### config.mk
export PLATFORM = sky130hd
export DESIGN_NAME = resp_queue
export DESIGN_NICKNAME = d
export VERILOG_FILES = /design/src/rtl/resp_queue_pkg.sv /design/src/rtl/resp_queue_ctrl.sv /design/src/rtl/resp_queue_data.sv /design/src/rtl/resp_queue.sv
export SDC_FILE = /design/constraint.sdc
export NUM_CORES = 1
export LEC_CHECK = 0
export ABC_AREA = 1
export BUFFER_PORTS_ARGS = -buffer_cell sky130_fd_sc_hd__buf_2
export CORE_UTILIZATION = 55
export DETAILED_ROUTE_END_ITERATION = 10
export PLACE_DENSITY = 0.73
export RECOVER_POWER = 100
export SYNTH_ARGS = -nofsm -noshare
export SYNTH_HDL_FRONTEND = slang
export SYNTH_SLANG_ARGS = --single-unit
### constraint.sdc
create_clock -name clk -period 6 [get_ports clk]
set_input_delay 0.3 -clock clk [delete_from_list [all_inputs] [get_ports clk]]
set_output_delay 0.3 -clock clk [all_outputs]
set_load 0.02 [all_outputs]
### src/rtl/resp_queue_pkg.sv
package resp_queue_pkg;

  // Byte offsets inside the two-word host window
  localparam int OFS_BYTES  = 0;
  localparam int OFS_STATUS = 4;

  // Status word layout
  localparam int ERR_W     = 8;
  localparam int EARLY_BIT = 8;

  // Strobes from control to datapath
  typedef struct packed {
    logic push;       // write the incoming record into the tail slot
    logic pop;        // head record leaves at this edge
    logic selBytes;   // drive head byte count onto read data
    logic selStatus;  // drive head status onto read data
  } rqStrobe_t;

endpackage

### src/rtl/resp_queue_ctrl.sv
module resp_queue_ctrl
  import resp_queue_pkg::*;
#(
  parameter int DEPTH  = 8,
  parameter int ADDR_W = 4,
  localparam int PTR_W = $clog2(DEPTH),
  localparam int CNT_W = $clog2(DEPTH + 1)
) (
  input  logic              clk,
  input  logic              rstN,
  input  logic              pushValid,
  input  logic              rdEn,
  input  logic [ADDR_W-1:0] rdAddr,
  output logic              pushReady,
  output rqStrobe_t         strobe,
  output logic [PTR_W-1:0]  wrIdx,
  output logic [PTR_W-1:0]  rdIdx,
  output logic [CNT_W-1:0]  count,
  output logic              isEmpty,
  output logic              isFull
);

  localparam bit IS_POW2 = (DEPTH & (DEPTH - 1)) == 0;

  logic hitBytes;
  logic hitStatus;
  logic [PTR_W-1:0] wrIdxNext;
  logic [PTR_W-1:0] rdIdxNext;

  assign isEmpty   = (count == '0);
  assign isFull    = (count == CNT_W'(DEPTH));
  assign pushReady = !isFull;

  assign hitBytes  = rdEn && (rdAddr == ADDR_W'(OFS_BYTES));
  assign hitStatus = rdEn && (rdAddr == ADDR_W'(OFS_STATUS));

  always_comb begin
    strobe           = '0;
    strobe.push      = pushValid && !isFull;
    strobe.pop       = hitStatus && !isEmpty;
    strobe.selBytes  = hitBytes && !isEmpty;
    strobe.selStatus = hitStatus && !isEmpty;
  end

  // Pointer wrap: natural rollover for power-of-two depths, compare otherwise
  generate
    if (IS_POW2) begin : g_wrapNatural
      assign wrIdxNext = wrIdx + 1'b1;
      assign rdIdxNext = rdIdx + 1'b1;
    end else begin : g_wrapCompare
      assign wrIdxNext = (wrIdx == PTR_W'(DEPTH - 1)) ? '0 : wrIdx + 1'b1;
      assign rdIdxNext = (rdIdx == PTR_W'(DEPTH - 1)) ? '0 : rdIdx + 1'b1;
    end
  endgenerate

  always_ff @(posedge clk or negedge rstN) begin
    if (!rstN) begin
      wrIdx <= '0;
      rdIdx <= '0;
      count <= '0;
    end else begin
      if (strobe.push) wrIdx <= wrIdxNext;
      if (strobe.pop)  rdIdx <= rdIdxNext;
      case ({strobe.push, strobe.pop})
        2'b10:   count <= count + 1'b1;
        2'b01:   count <= count - 1'b1;
        default: count <= count;
      endcase
    end
  end

endmodule

### src/rtl/resp_queue_data.sv
module resp_queue_data
  import resp_queue_pkg::*;
#(
  parameter int DEPTH   = 8,
  parameter int BYTES_W = 32,
  parameter int DATA_W  = 32,
  localparam int PTR_W  = $clog2(DEPTH)
) (
  input  logic               clk,
  input  rqStrobe_t          strobe,
  input  logic [PTR_W-1:0]   wrIdx,
  input  logic [PTR_W-1:0]   rdIdx,
  input  logic [BYTES_W-1:0] pushBytes,
  input  logic [ERR_W-1:0]   pushErr,
  input  logic               pushEarly,
  output logic [DATA_W-1:0]  rdData
);

  logic [BYTES_W-1:0] bytesMem [DEPTH];
  logic [ERR_W-1:0]   errMem   [DEPTH];
  logic               earlyMem [DEPTH];

  generate
    for (genvar e = 0; e < DEPTH; e++) begin : g_slot
      logic [BYTES_W-1:0] slotBytes;
      logic [ERR_W-1:0]   slotErr;
      logic               slotEarly;
      always_ff @(posedge clk) begin
        if (strobe.push && (wrIdx == PTR_W'(e))) begin
          slotBytes <= pushBytes;
          slotErr   <= pushErr;
          slotEarly <= pushEarly;
        end
      end
      assign bytesMem[e] = slotBytes;
      assign errMem[e]   = slotErr;
      assign earlyMem[e] = slotEarly;
    end
  endgenerate

  logic [BYTES_W-1:0] headBytes;
  logic [ERR_W-1:0]   headErr;
  logic               headEarly;

  assign headBytes = bytesMem[rdIdx];
  assign headErr   = errMem[rdIdx];
  assign headEarly = earlyMem[rdIdx];

  always_comb begin
    rdData = '0;
    if (strobe.selBytes) begin
      rdData = DATA_W'(headBytes);
    end else if (strobe.selStatus) begin
      rdData[ERR_W-1:0]  = headErr;
      rdData[EARLY_BIT]  = headEarly;
    end
  end

endmodule

### src/rtl/resp_queue.sv
module resp_queue
  import resp_queue_pkg::*;
#(
  parameter int DEPTH   = 8,
  parameter int BYTES_W = 32,
  parameter int DATA_W  = 32,
  parameter int ADDR_W  = 4,
  parameter int FILL_W  = 16
) (
  input  logic               clk,
  input  logic               rstN,
  input  logic               pushValid,
  output logic               pushReady,
  input  logic [BYTES_W-1:0] pushBytes,
  input  logic [ERR_W-1:0]   pushErr,
  input  logic               pushEarly,
  input  logic               rdEn,
  input  logic [ADDR_W-1:0]  rdAddr,
  output logic [DATA_W-1:0]  rdData,
  output logic [FILL_W-1:0]  fillLevel,
  output logic               qEmpty,
  output logic               qFull
);

  localparam int PTR_W = $clog2(DEPTH);
  localparam int CNT_W = $clog2(DEPTH + 1);

  rqStrobe_t        strobe;
  logic [PTR_W-1:0] wrIdx;
  logic [PTR_W-1:0] rdIdx;
  logic [CNT_W-1:0] count;

  resp_queue_ctrl #(
    .DEPTH (DEPTH),
    .ADDR_W(ADDR_W)
  ) i_ctrl (
    .clk      (clk),
    .rstN     (rstN),
    .pushValid(pushValid),
    .rdEn     (rdEn),
    .rdAddr   (rdAddr),
    .pushReady(pushReady),
    .strobe   (strobe),
    .wrIdx    (wrIdx),
    .rdIdx    (rdIdx),
    .count    (count),
    .isEmpty  (qEmpty),
    .isFull   (qFull)
  );

  resp_queue_data #(
    .DEPTH  (DEPTH),
    .BYTES_W(BYTES_W),
    .DATA_W (DATA_W)
  ) i_data (
    .clk      (clk),
    .strobe   (strobe),
    .wrIdx    (wrIdx),
    .rdIdx    (rdIdx),
    .pushBytes(pushBytes),
    .pushErr  (pushErr),
    .pushEarly(pushEarly),
    .rdData   (rdData)
  );

  assign fillLevel = FILL_W'(count);

endmodule

**Yosys cells after proc, flatten, opt, wreduce, memory -nomap -nowiden**

Index checks and enable logic that the tools add are counted.

- $add $sub $neg: 4
- Multiply operators: 0
- Div/mod/pow operators: 0
- Order comparisons: 1
- Equality and inequality tests: 11
- Shifts and indexed selects: 0
- Muxes and demuxes: 13
- Bitwise logic cells: 1
- Reductions and logical operators: 19

Operator list:

| operator | count |
|---|---|
| $bmux W32 S3 | 1 |
| $mux W32 | 2 |
| $bmux W8 S3 | 1 |
| $mux W23 | 1 |
| $mux W9 | 2 |
| $mux W8 | 2 |
| $logic_and A1 B1 Y1 | 13 |
| $eq A3 B3 Y1 const B | 4 |
| $logic_not A4 Y1 | 2 |
| $pmux W4 S2 | 1 |
| $add A3 B1 Y3 const B | 2 |
| $eq A3 B2 Y1 const B | 2 |
| $add A4 B1 Y4 const B | 1 |
| $eq A4 B3 Y1 const B | 1 |
| $eq A4 B4 Y1 const B | 1 |
| $ge A4 B4 Y1 const B | 1 |
| $not A3 Y4 | 1 |
| $sub A4 B1 Y4 const B | 1 |
| $bmux W1 S3 | 1 |
| $eq A3 B1 Y1 const B | 1 |
| $logic_not A3 Y1 | 1 |
| $eq A2 B1 Y1 const B | 1 |
| $eq A2 B2 Y1 const B | 1 |
| $logic_not A1 Y1 | 2 |
| 2 further kinds | 3 |

- Flip-flop bits (word level): 338
- Bits in latches: 0
- Memory bits (writable): 0
- Memory bits (read-only): 0
- Input port bits: 49
- Output and inout bits: 51
- Word-level logic and storage cells: 76
- Memories kept: 0

**Depth between registers and ports, before layout**

Gate-level depths: netlist of run 1.

- Depth after elaboration: 6
- Depth in mapped cells: 14
- Depth with buffers taken out: 13

**Hierarchy**

A second synthesis of run 1 with hierarchy kept.

- Cells, all modules: 1,347
- Area total of the unflattened synthesis: 14,426.3 µm²

By module, submodules not included:

| module | instances | cells an instance | area each (µm²) |
|---|---|---|---|
| resp_queue_data | 1 | 1,257 | 13,694.4 |
| resp_queue_ctrl | 1 | 77 | 638.1 |
| resp_queue | 1 | 13 | 93.8 |

**Worst setup path before layout of run 1**

OpenSTA, ideal clock, no wires.

- Kind: register -> register
- Start: register i_ctrl.count[0]
- End: register i_data.g_slot[0].slotBytes[0], enable pin
- Library setup time: 0.490 ns
- Arrival time: 4.022 ns
- Required time: 5.510 ns
- Setup slack: 1.488 ns
- Stages on the path, launching flop included: 6
- Path through: dfrtp_1 -> inv_1 -> nand4_1 -> nand2_1 -> buf_2 -> nor3_1

- Word-level cells in the longest chain between the ends: 4

Ends and longest elaborated chain:

| what | line | text |
|---|---|---|
| start, declared | resp_queue_ctrl.sv:18 | `output logic [CNT_W-1:0] count,` |
| start signal, assigned | resp_queue_ctrl.sv:65 | `2'b10: count <= count + 1'b1;` |
| start signal, assigned | resp_queue_ctrl.sv:66 | `2'b01: count <= count - 1'b1;` |
| start signal, assigned | resp_queue_ctrl.sv:67 | `default: count <= count;` |
| $eq A4 B4 Y1 | resp_queue_ctrl.sv:31 | `assign isFull = (count == CNT_W'(DEPTH));` |
| $logic_not A1 Y1 | n/a |  |
| via pushReady | resp_queue.sv:13 | `output logic pushReady,` |
| $logic_and A1 B1 Y1 | resp_queue_ctrl.sv:39 | `strobe.push = pushValid && !isFull;` |
| $logic_and A1 B1 Y1 | resp_queue_data.sv:29 | `if (strobe.push && (wrIdx == PTR_W'(e))) begin` |
| end signal, assigned | resp_queue_data.sv:30 | `slotBytes <= pushBytes;` |
| end, declared | resp_queue_data.sv:25 | `logic [BYTES_W-1:0] slotBytes;` |

The timed path passes the listed nets, and every way through them passes these cells.
A chain may end at the register's enable or synchronous reset.

**Worst setup path after layout of run 1**

- Start: register i_ctrl.rdIdx[0]
- End: output rdData[4]

- Word-level cells in the longest chain between the ends: 6
- Elaborated cells on any way between the ends: 9
- Those cells by class: mux (8); bitwise (1)

Ends and longest elaborated chain:

| what | line | text |
|---|---|---|
| start, declared | resp_queue_ctrl.sv:17 | `output logic [PTR_W-1:0] rdIdx,` |
| start signal, assigned | resp_queue_ctrl.sv:63 | `if (strobe.pop) rdIdx <= rdIdxNext;` |
| $not A3 Y4 (not written as such) (*) | resp_queue_data.sv:45, resp_queue_data.sv:46 |  |
| $bmux W8 S3 | resp_queue_data.sv:46 | `assign headErr = errMem[rdIdx];` |
| $mux W8 (not written as such) (2 in a row) | resp_queue_data.sv:46 |  |
| $mux W9 | resp_queue_data.sv:53 | `end else if (strobe.selStatus) begin` |
| $mux W9 (*) | resp_queue_data.sv:51 | `if (strobe.selBytes) begin` |
| end, declared | resp_queue.sv:19 | `output logic [DATA_W-1:0] rdData,` |

Mark *: on every way between the ends. The rest lies on a longest branch, timed or not. The select of a mux whose other input is x is not followed.

==> results.json, run 1 <==
{
  "final_cell_mix": "edfxtp_1 (328), nor2_1 (297), o21ai_0 (116)",
  "crit_family": "buffers and inverters",
  "timing.slew.headroom": -1.15,
  "ys_types": 30,
  "cts_buffers": 35,
  "firstDrtPassIters": 6,
  "antenna_found_initial": 2,
  "p_switching_mw": 2.39,
  "p_per_area_mw_per_mm2": 464,
  "std_cell_rows": 57,
  "yosysSeqAreaShare": 0.729,
  "ys_ff_latch": 338,
  "netlist_area_sq_mm": 0.0139,
  "crit_top_cell": "nand2_1",
  "coreArea_sq_mm": 0.0245,
  "status": "finished with violations",
  "gr-total-overflow": 0,
  "io_buffers": 87,
  "sequentialPowerShare": 0.443,
  "grt_start_max_net_pins": 124,
  "clock_skew_ns": 0.0145,
  "crit_fanout": 123,
  "crit_slowest_cell": "inv_2",
  "arrival_ns": 4.32,
  "min_from": "pushBytes[22]",
  "cp-start-kind": "flip-flop",
  "netlist_instances": 1149,
  "utilization": 0.628,
  "failed_checks": "capacitance limit, slew limit",
  "postCtsSetupRepairBufs": 0,
  "required_ns": 5.70,
  "dieArea_sq_mm": 0.0258,
  "drc": 0,
  "cts.sinks": 338,
  "drtIter0Drc": 835,
  "combPwrFrac": 0.262,
  "crit_path_end_kind": "primary output",
  "num-fill-cells": 1864,
  "worstRegToRegCells": 5,
  "drive_gt1_frac": 0.0705,
  "routedWlPerCell_microns": 19.2,
  "worstPathCellList": "inv_2 -> buf_4 -> nand2_1 -> nand3_1 -> nand2_1 -> nand2_1 -> nand3_1 -> nand2_1 -> clkbuf_1",
  "dpl_cell_area_sq_mm": 0.0144,
  "p_clk_frac": 0.295,
  "tritoncts": "built",
  "gp_congestion": 0.765,
  "dp.cells": 1509,
  "whs_path_depth": 1,
  "clk_pin_slew_ns": 0.06,
  "routed_wirelength_mm": 30.1,
  "hold_path_class": "input pin to flip-flop",
  "startpoint": "i_ctrl.rdIdx[0]$_DFFE_PN0P_",
  "start_util": 0.565,
  "synth_area_per_cell_sq_um": 12.1,
  "worst_slack_ns": 1.38,
  "cap_violations": 10,
  "regArea_sq_mm": 0.0101,
  "multi_input_area_sq_mm": 0.00326,
  "ant_nets": 0,
  "vias_per_cell": 5.62,
  "cp.depth": 9,
  "rsz0062_at_grt": "no",
  "slew_violations": 372,
  "final-setup-viol-count": 0,
  "root_buffer": "clkbuf_16",
  "grt.total_usage": 0.239,
  "dieWidth_microns": 161,
  "path_class": "flip-flop to primary output",
  "finalCriticalPeriod_ns": 4.62,
  "hpwlAfterDp_mm": 14.9,
  "mostFrequentLayoutCell": "edfxtp_1",
  "internal_power_mw": 4.77,
  "worst-path-buf-inv": 3,
  "r2r_start": "i_ctrl.count[0]$_DFFE_PN0P_",
  "io-pin-count": 100,
  "finish.instance_area_sq_mm": 0.0154,
  "worstMarginPinSlew_ns": 3.22,
  "synthToLayoutAreaGrowth_pct": 11.3,
  "htree_num_levels": 2,
  "clock_latency_ns": 0.51,
  "cts_buffer_depth": 3,
  "stdcell_count": 1574,
  "hold_viol": 0,
  "max_freq_ghz": 0.216,
  "grt_pass1_wl_mm": 46.9,
  "p_sw_frac": 0.334,
  "nNetsFinal": 1282,
  "finalCritPeriodShare": 0.770,
  "critical-path-max-stage-delay_ns": 1.56,
  "fin_setup_tns_ns": 0,
  "die_y_microns": 161,
  "grt_pass1_vias": 8592,
  "yosys_warnings": 0,
  "dp_slack_ns": 2.71,
  "p_leak_nw": 5.36,
  "vias": 8845,
  "peakVddDrop_mv": 0.304
}
==> per-stage QoR <==
| stage | hold slack, ns | power [mW] |
|---|---|---|
| after global routing | 0.139 | 7.55 |
| final | 0.142 | 7.16 |
| after CTS | 0.0443 | 7.20 |
| after floorplan | 0.00441 | 4.62 |
| after global placement | 0.184 | 5.02 |
| after detailed placement | 0.192 | 5.09 |
==> state kept, by name, indices dropped and copies added (netlist names) <==
name,flops
i_ctrl.count,4
i_ctrl.rdIdx,3
i_ctrl.wrIdx,3
i_data.g_slot.slotBytes,256
i_data.g_slot.slotEarly,8
i_data.g_slot.slotErr,64
==> cells by family (layout without fill, tap and decap cells) <==
group	after synthesis	count (layout)	share of synthesized area
XOR/XNOR	5	5	0.00316
buffers and inverters	97	185	0.0388
flip-flops	338	338	0.729
other	1	14	0.000271
adder cells (fa/ha/maj)	10	10	0.00903
AO/OA/AOI/OAI	203	203	0.0739
AND/OR/NAND/NOR	495	495	0.146
==> final timing paths <==
path | end | slack, ns
max in group asynchronous | i_ctrl.rdIdx[0]$_DFFE_PN0P_ | 5.20
min in group asynchronous | i_ctrl.count[0]$_DFFE_PN0P_ | 0.33
worst max register to register | i_data.g_slot[6].slotBytes[28]$_DFFE_PP_ | 1.48
worst min register to register | i_ctrl.count[0]$_DFFE_PN0P_ | 0.57
worst max-delay path | rdData[4] | 1.38
worst min-delay path | i_data.g_slot[2].slotBytes[22]$_DFFE_PP_ | 0.14
==> area by class of cell <==
type,count,area share
sequential,338,0.655
multi-input combinational,725,0.211
clock buffer,44,0.0618
timing repair buffer,104,0.0295
tap,324,0.0263
clock inverter,18,0.0108
inverter,19,0.00463
antenna,2,0.000325
==> power groups by stage <==
stage | combinational [mW] | clock (mW) | sequential (mW)
global placement | 1.83 | 0 | 3.19
global route | 2.10 | 2.24 | 3.21
finish | 1.87 | 2.11 | 3.17
CTS | 1.91 | 2.14 | 3.15
detailed placement | 1.89 | 0 | 3.20
floorplan | 1.49 | 0 | 3.13
==> timing repair <==
item                                   in CTS  in global routing
gates resized for setup                     0                  0
hold buffers                                1                  0
endpoints found under the hold margin      10                  0
==> cells in the mapped netlist <==
cell type | count | area [sq um]
buf_6 | 8 | 90.1
o22ai_1 | 1 | 6.26
nand2_1 | 99 | 372
dfrtp_1 | 10 | 250
o21ai_1 | 72 | 360
buf_1 | 6 | 22.5
conb_1 | 1 | 3.75
nand3_1 | 70 | 350
o21ai_0 | 104 | 521
buf_2 | 23 | 115
nand4_1 | 1 | 6.26
clkbuf_2 | 1 | 5.00
edfxtp_1 | 328 | 9850
o211ai_1 | 1 | 7.51
nor3_1 | 6 | 30.0
inv_2 | 3 | 11.3
nor2_2 | 2 | 12.5
o21ai_2 | 1 | 8.76
nor3_4 | 1 | 16.3
clkbuf_1 | 18 | 67.6
clkinv_1 | 1 | 3.75
xor2_1 | 3 | 26.3
inv_1 | 15 | 56.3
ha_1 | 10 | 125
or2_1 | 15 | 93.8
a21oi_1 | 24 | 120
xnor2_1 | 2 | 17.5
nor2_1 | 298 | 1120
buf_4 | 22 | 165
or2_0 | 3 | 18.8
==> routing by layer <==
metal / global-route usage / wire length (microns)
met5: 0 / 0
met4: 0.0806 / 627
met3: 0.0405 / 2090
met2: 0.386 / 14400
met1: 0.331 / 13100
(Power assumes the default switching activity.)
==> run 2: changes to the inputs <==
- CORE_UTILIZATION: 55 -> 54
- PLACE_DENSITY: 0.73 -> 0.74
- clock period: 6 -> 3.76 ns (I/O delays scaled with it)
==> run 2 against run 1 <==
  * Die area increased by 1.8%
  * Global-route usage decreased by 0.62 points
  * Critical path type unchanged
  * First-iteration DRC count increased by 20%
  * Critical endpoint is now rdData[27]
  * Clock power increased by 50%
  * Highest routed layer unchanged
  * The run now ends clean
  * Largest cell class unchanged
  * Power increased by 58%
  * Setup slack got worse by 0.76 ns
==> results.json, run 2 (synthesis results as in run 1) <==
{
  "grt_start_max_net_pins": 167,
  "gp_congestion": 0.821,
  "dpl_cell_area_sq_mm": 0.0145,
  "io_buffers": 87,
  "hold_path_class": "input pin to asynchronous set/reset pin",
  "finish.instance_area_sq_mm": 0.0158,
  "arrival_ns": 2.96,
  "firstDrtPassIters": 7,
  "largest_register": "i_data.g_slot.slotBytes",
  "max_freq_ghz": 0.318,
  "postCtsResizedCells": 0,
  "worst_slack_ns": 0.615,
  "worstRegToRegCells": 5,
  "crit_path_end_kind": "primary output",
  "antenna_found_initial": 0,
  "p_clk_frac": 0.279,
  "p_sw_frac": 0.336,
  "std_cell_rows": 58,
  "crit_fanout": 28,
  "grt.total_usage": 0.232,
  "vias_per_cell": 5.59,
  "p_per_area_mw_per_mm2": 714,
  "combPwrFrac": 0.283,
  "clock_skew_ns": 0.00974,
  "clk_pin_slew_ns": 0.06,
  "cp-start-kind": "flip-flop",
  "htree_num_levels": 2,
  "num-fill-cells": 1872,
  "sequentialPowerShare": 0.437,
  "cts.sinks": 338,
  "vias": 9047,
  "r2r-end": "i_data.g_slot[3].slotBytes[25]$_DFFE_PP_",
  "cap_violations": 0,
  "drtIter0Drc": 1003,
  "clock_latency_ns": 0.50,
  "required_ns": 3.57,
  "worstMarginPinSlew_ns": 1.47,
  "tritoncts": "built",
  "dp_slack_ns": 1.33,
  "multi_input_area_sq_mm": 0.00326,
  "finalCriticalPeriod_ns": 3.14,
  "status": "completed",
  "drive_gt1_frac": 0.0645,
  "p_leak_nw": 5.51,
  "synthToLayoutAreaGrowth_pct": 14.3,
  "grt_pass1_vias": 8562,
  "hold_ws_ns": 0.188,
  "hold_viol": 0,
  "path_class": "flip-flop to primary output",
  "rsz0062_at_grt": "no",
  "nNetsFinal": 1325,
  "grt_pass1_wl_mm": 46.2,
  "final-setup-viol-count": 0,
  "drc": 0,
  "p_switching_mw": 3.80,
  "timing.slew.headroom": 0.0189,
  "finalCritPeriodShare": 0.836,
  "root_buffer": "clkbuf_16",
  "hpwlAfterDp_mm": 14.9,
  "cts_buffer_depth": 3,
  "gr-total-overflow": 0,
  "regArea_sq_mm": 0.0101,
  "slew_violations": 0,
  "routed_wirelength_mm": 30.2,
  "final_cell_mix": "edfxtp_1 (328), nor2_1 (298), o21ai_0 (105)",
  "cts_buffers": 34,
  "largest_reg_flops": 256,
  "mostFrequentLayoutCell": "edfxtp_1",
  "start_util": 0.550,
  "io-pin-count": 100,
  "routedWlPerCell_microns": 18.7,
  "peakVddDrop_mv": 0.469,
  "dieWidth_microns": 162,
  "coreArea_sq_mm": 0.0252,
  "internal_power_mw": 7.50,
  "utilization": 0.629,
  "reg2reg_setup_slack_ns": 0.93,
  "dieArea_sq_mm": 0.0263,
  "die_y_microns": 162,
  "ant_nets": 0,
  "r2r_start": "i_ctrl.count[0]$_DFFE_PN0P_",
  "top_regs": "i_data.g_slot.slotBytes: 256 flops, i_data.g_slot.slotErr: 64 flops, i_data.g_slot.slotEarly: 8 flops"
}
-- run 2: worst max-delay path, cell delays in order (launching register included) --
cell,delay (ns)
dfrtp_1,0.83
clkbuf_2,0.65
o21ai_0,0.20
o21ai_1,0.18
o21ai_1,0.09
nor2_1,0.23
clkbuf_1,0.26
-- run 2: metal layers --
layer  track usage  routed length [microns]
met5             0                        0
met4        0.0738                      748
met3        0.0342                     2230
met2         0.391                    14700
met1         0.313                    12500
-- run 2: how the worst max path moves through the flow --
stage,slack (ns),from,to
2_1_floorplan,-0.75,i_ctrl.count[0]$_DFFE_PN0P_,i_data.g_slot[0].slotBytes[0]$_DFFE_PP_
3_3_place_gp,1.40,i_ctrl.count[1]$_DFFE_PN0P_,i_ctrl.count[2]$_DFFE_PN0P_
3_5_place_dp,1.33,i_ctrl.count[1]$_DFFE_PN0P_,i_ctrl.count[2]$_DFFE_PN0P_
4_1_cts,0.98,i_ctrl.rdIdx[0]$_DFFE_PN0P_,rdData[23]
5_1_grt,0.40,i_ctrl.rdIdx[0]$_DFFE_PN0P_,rdData[23]
6_report,0.62,i_ctrl.rdIdx[1]$_DFFE_PN0P_,rdData[27]
-- run 2: stage by stage --
stage	setup TNS (ns)	std cells	power [mW]
2_1_floorplan	-185.05	1160	7.37
3_3_place_gp	0	1518	8.09
3_5_place_dp	0	1518	8.19
4_1_cts	0	1617	11.4
5_1_grt	0	1617	11.9
6_report	0	1618	11.3
-- run 2: final cells by class --
| cell class | count | share of cell area |
|---|---|---|
| Sequential cell | 338 | 0.638 |
| Multi-Input combinational cell | 725 | 0.206 |
| Clock buffer | 43 | 0.0599 |
| Timing Repair Buffer | 148 | 0.0590 |
| Tap cell | 330 | 0.0261 |
| Clock inverter | 14 | 0.00577 |
| Inverter | 19 | 0.00466 |
| Antenna cell | 1 | 0.000158 |
-- run 2: power groups by stage --
stage / Clock, mW / Combinational [mW] / Sequential, mW
global placement: 0 / 3.11 / 4.98
CTS: 3.20 / 3.25 / 4.93
finish: 3.16 / 3.20 / 4.94
floorplan: 0 / 2.38 / 4.99
global route: 3.35 / 3.58 / 4.98
detailed placement: 0 / 3.19 / 5.00
-- run 2: what timing repair did --
item,4_1_cts,5_1_grt
hold buffers,42,0
buffers inserted,0,0
hold endpoints to repair,338,0
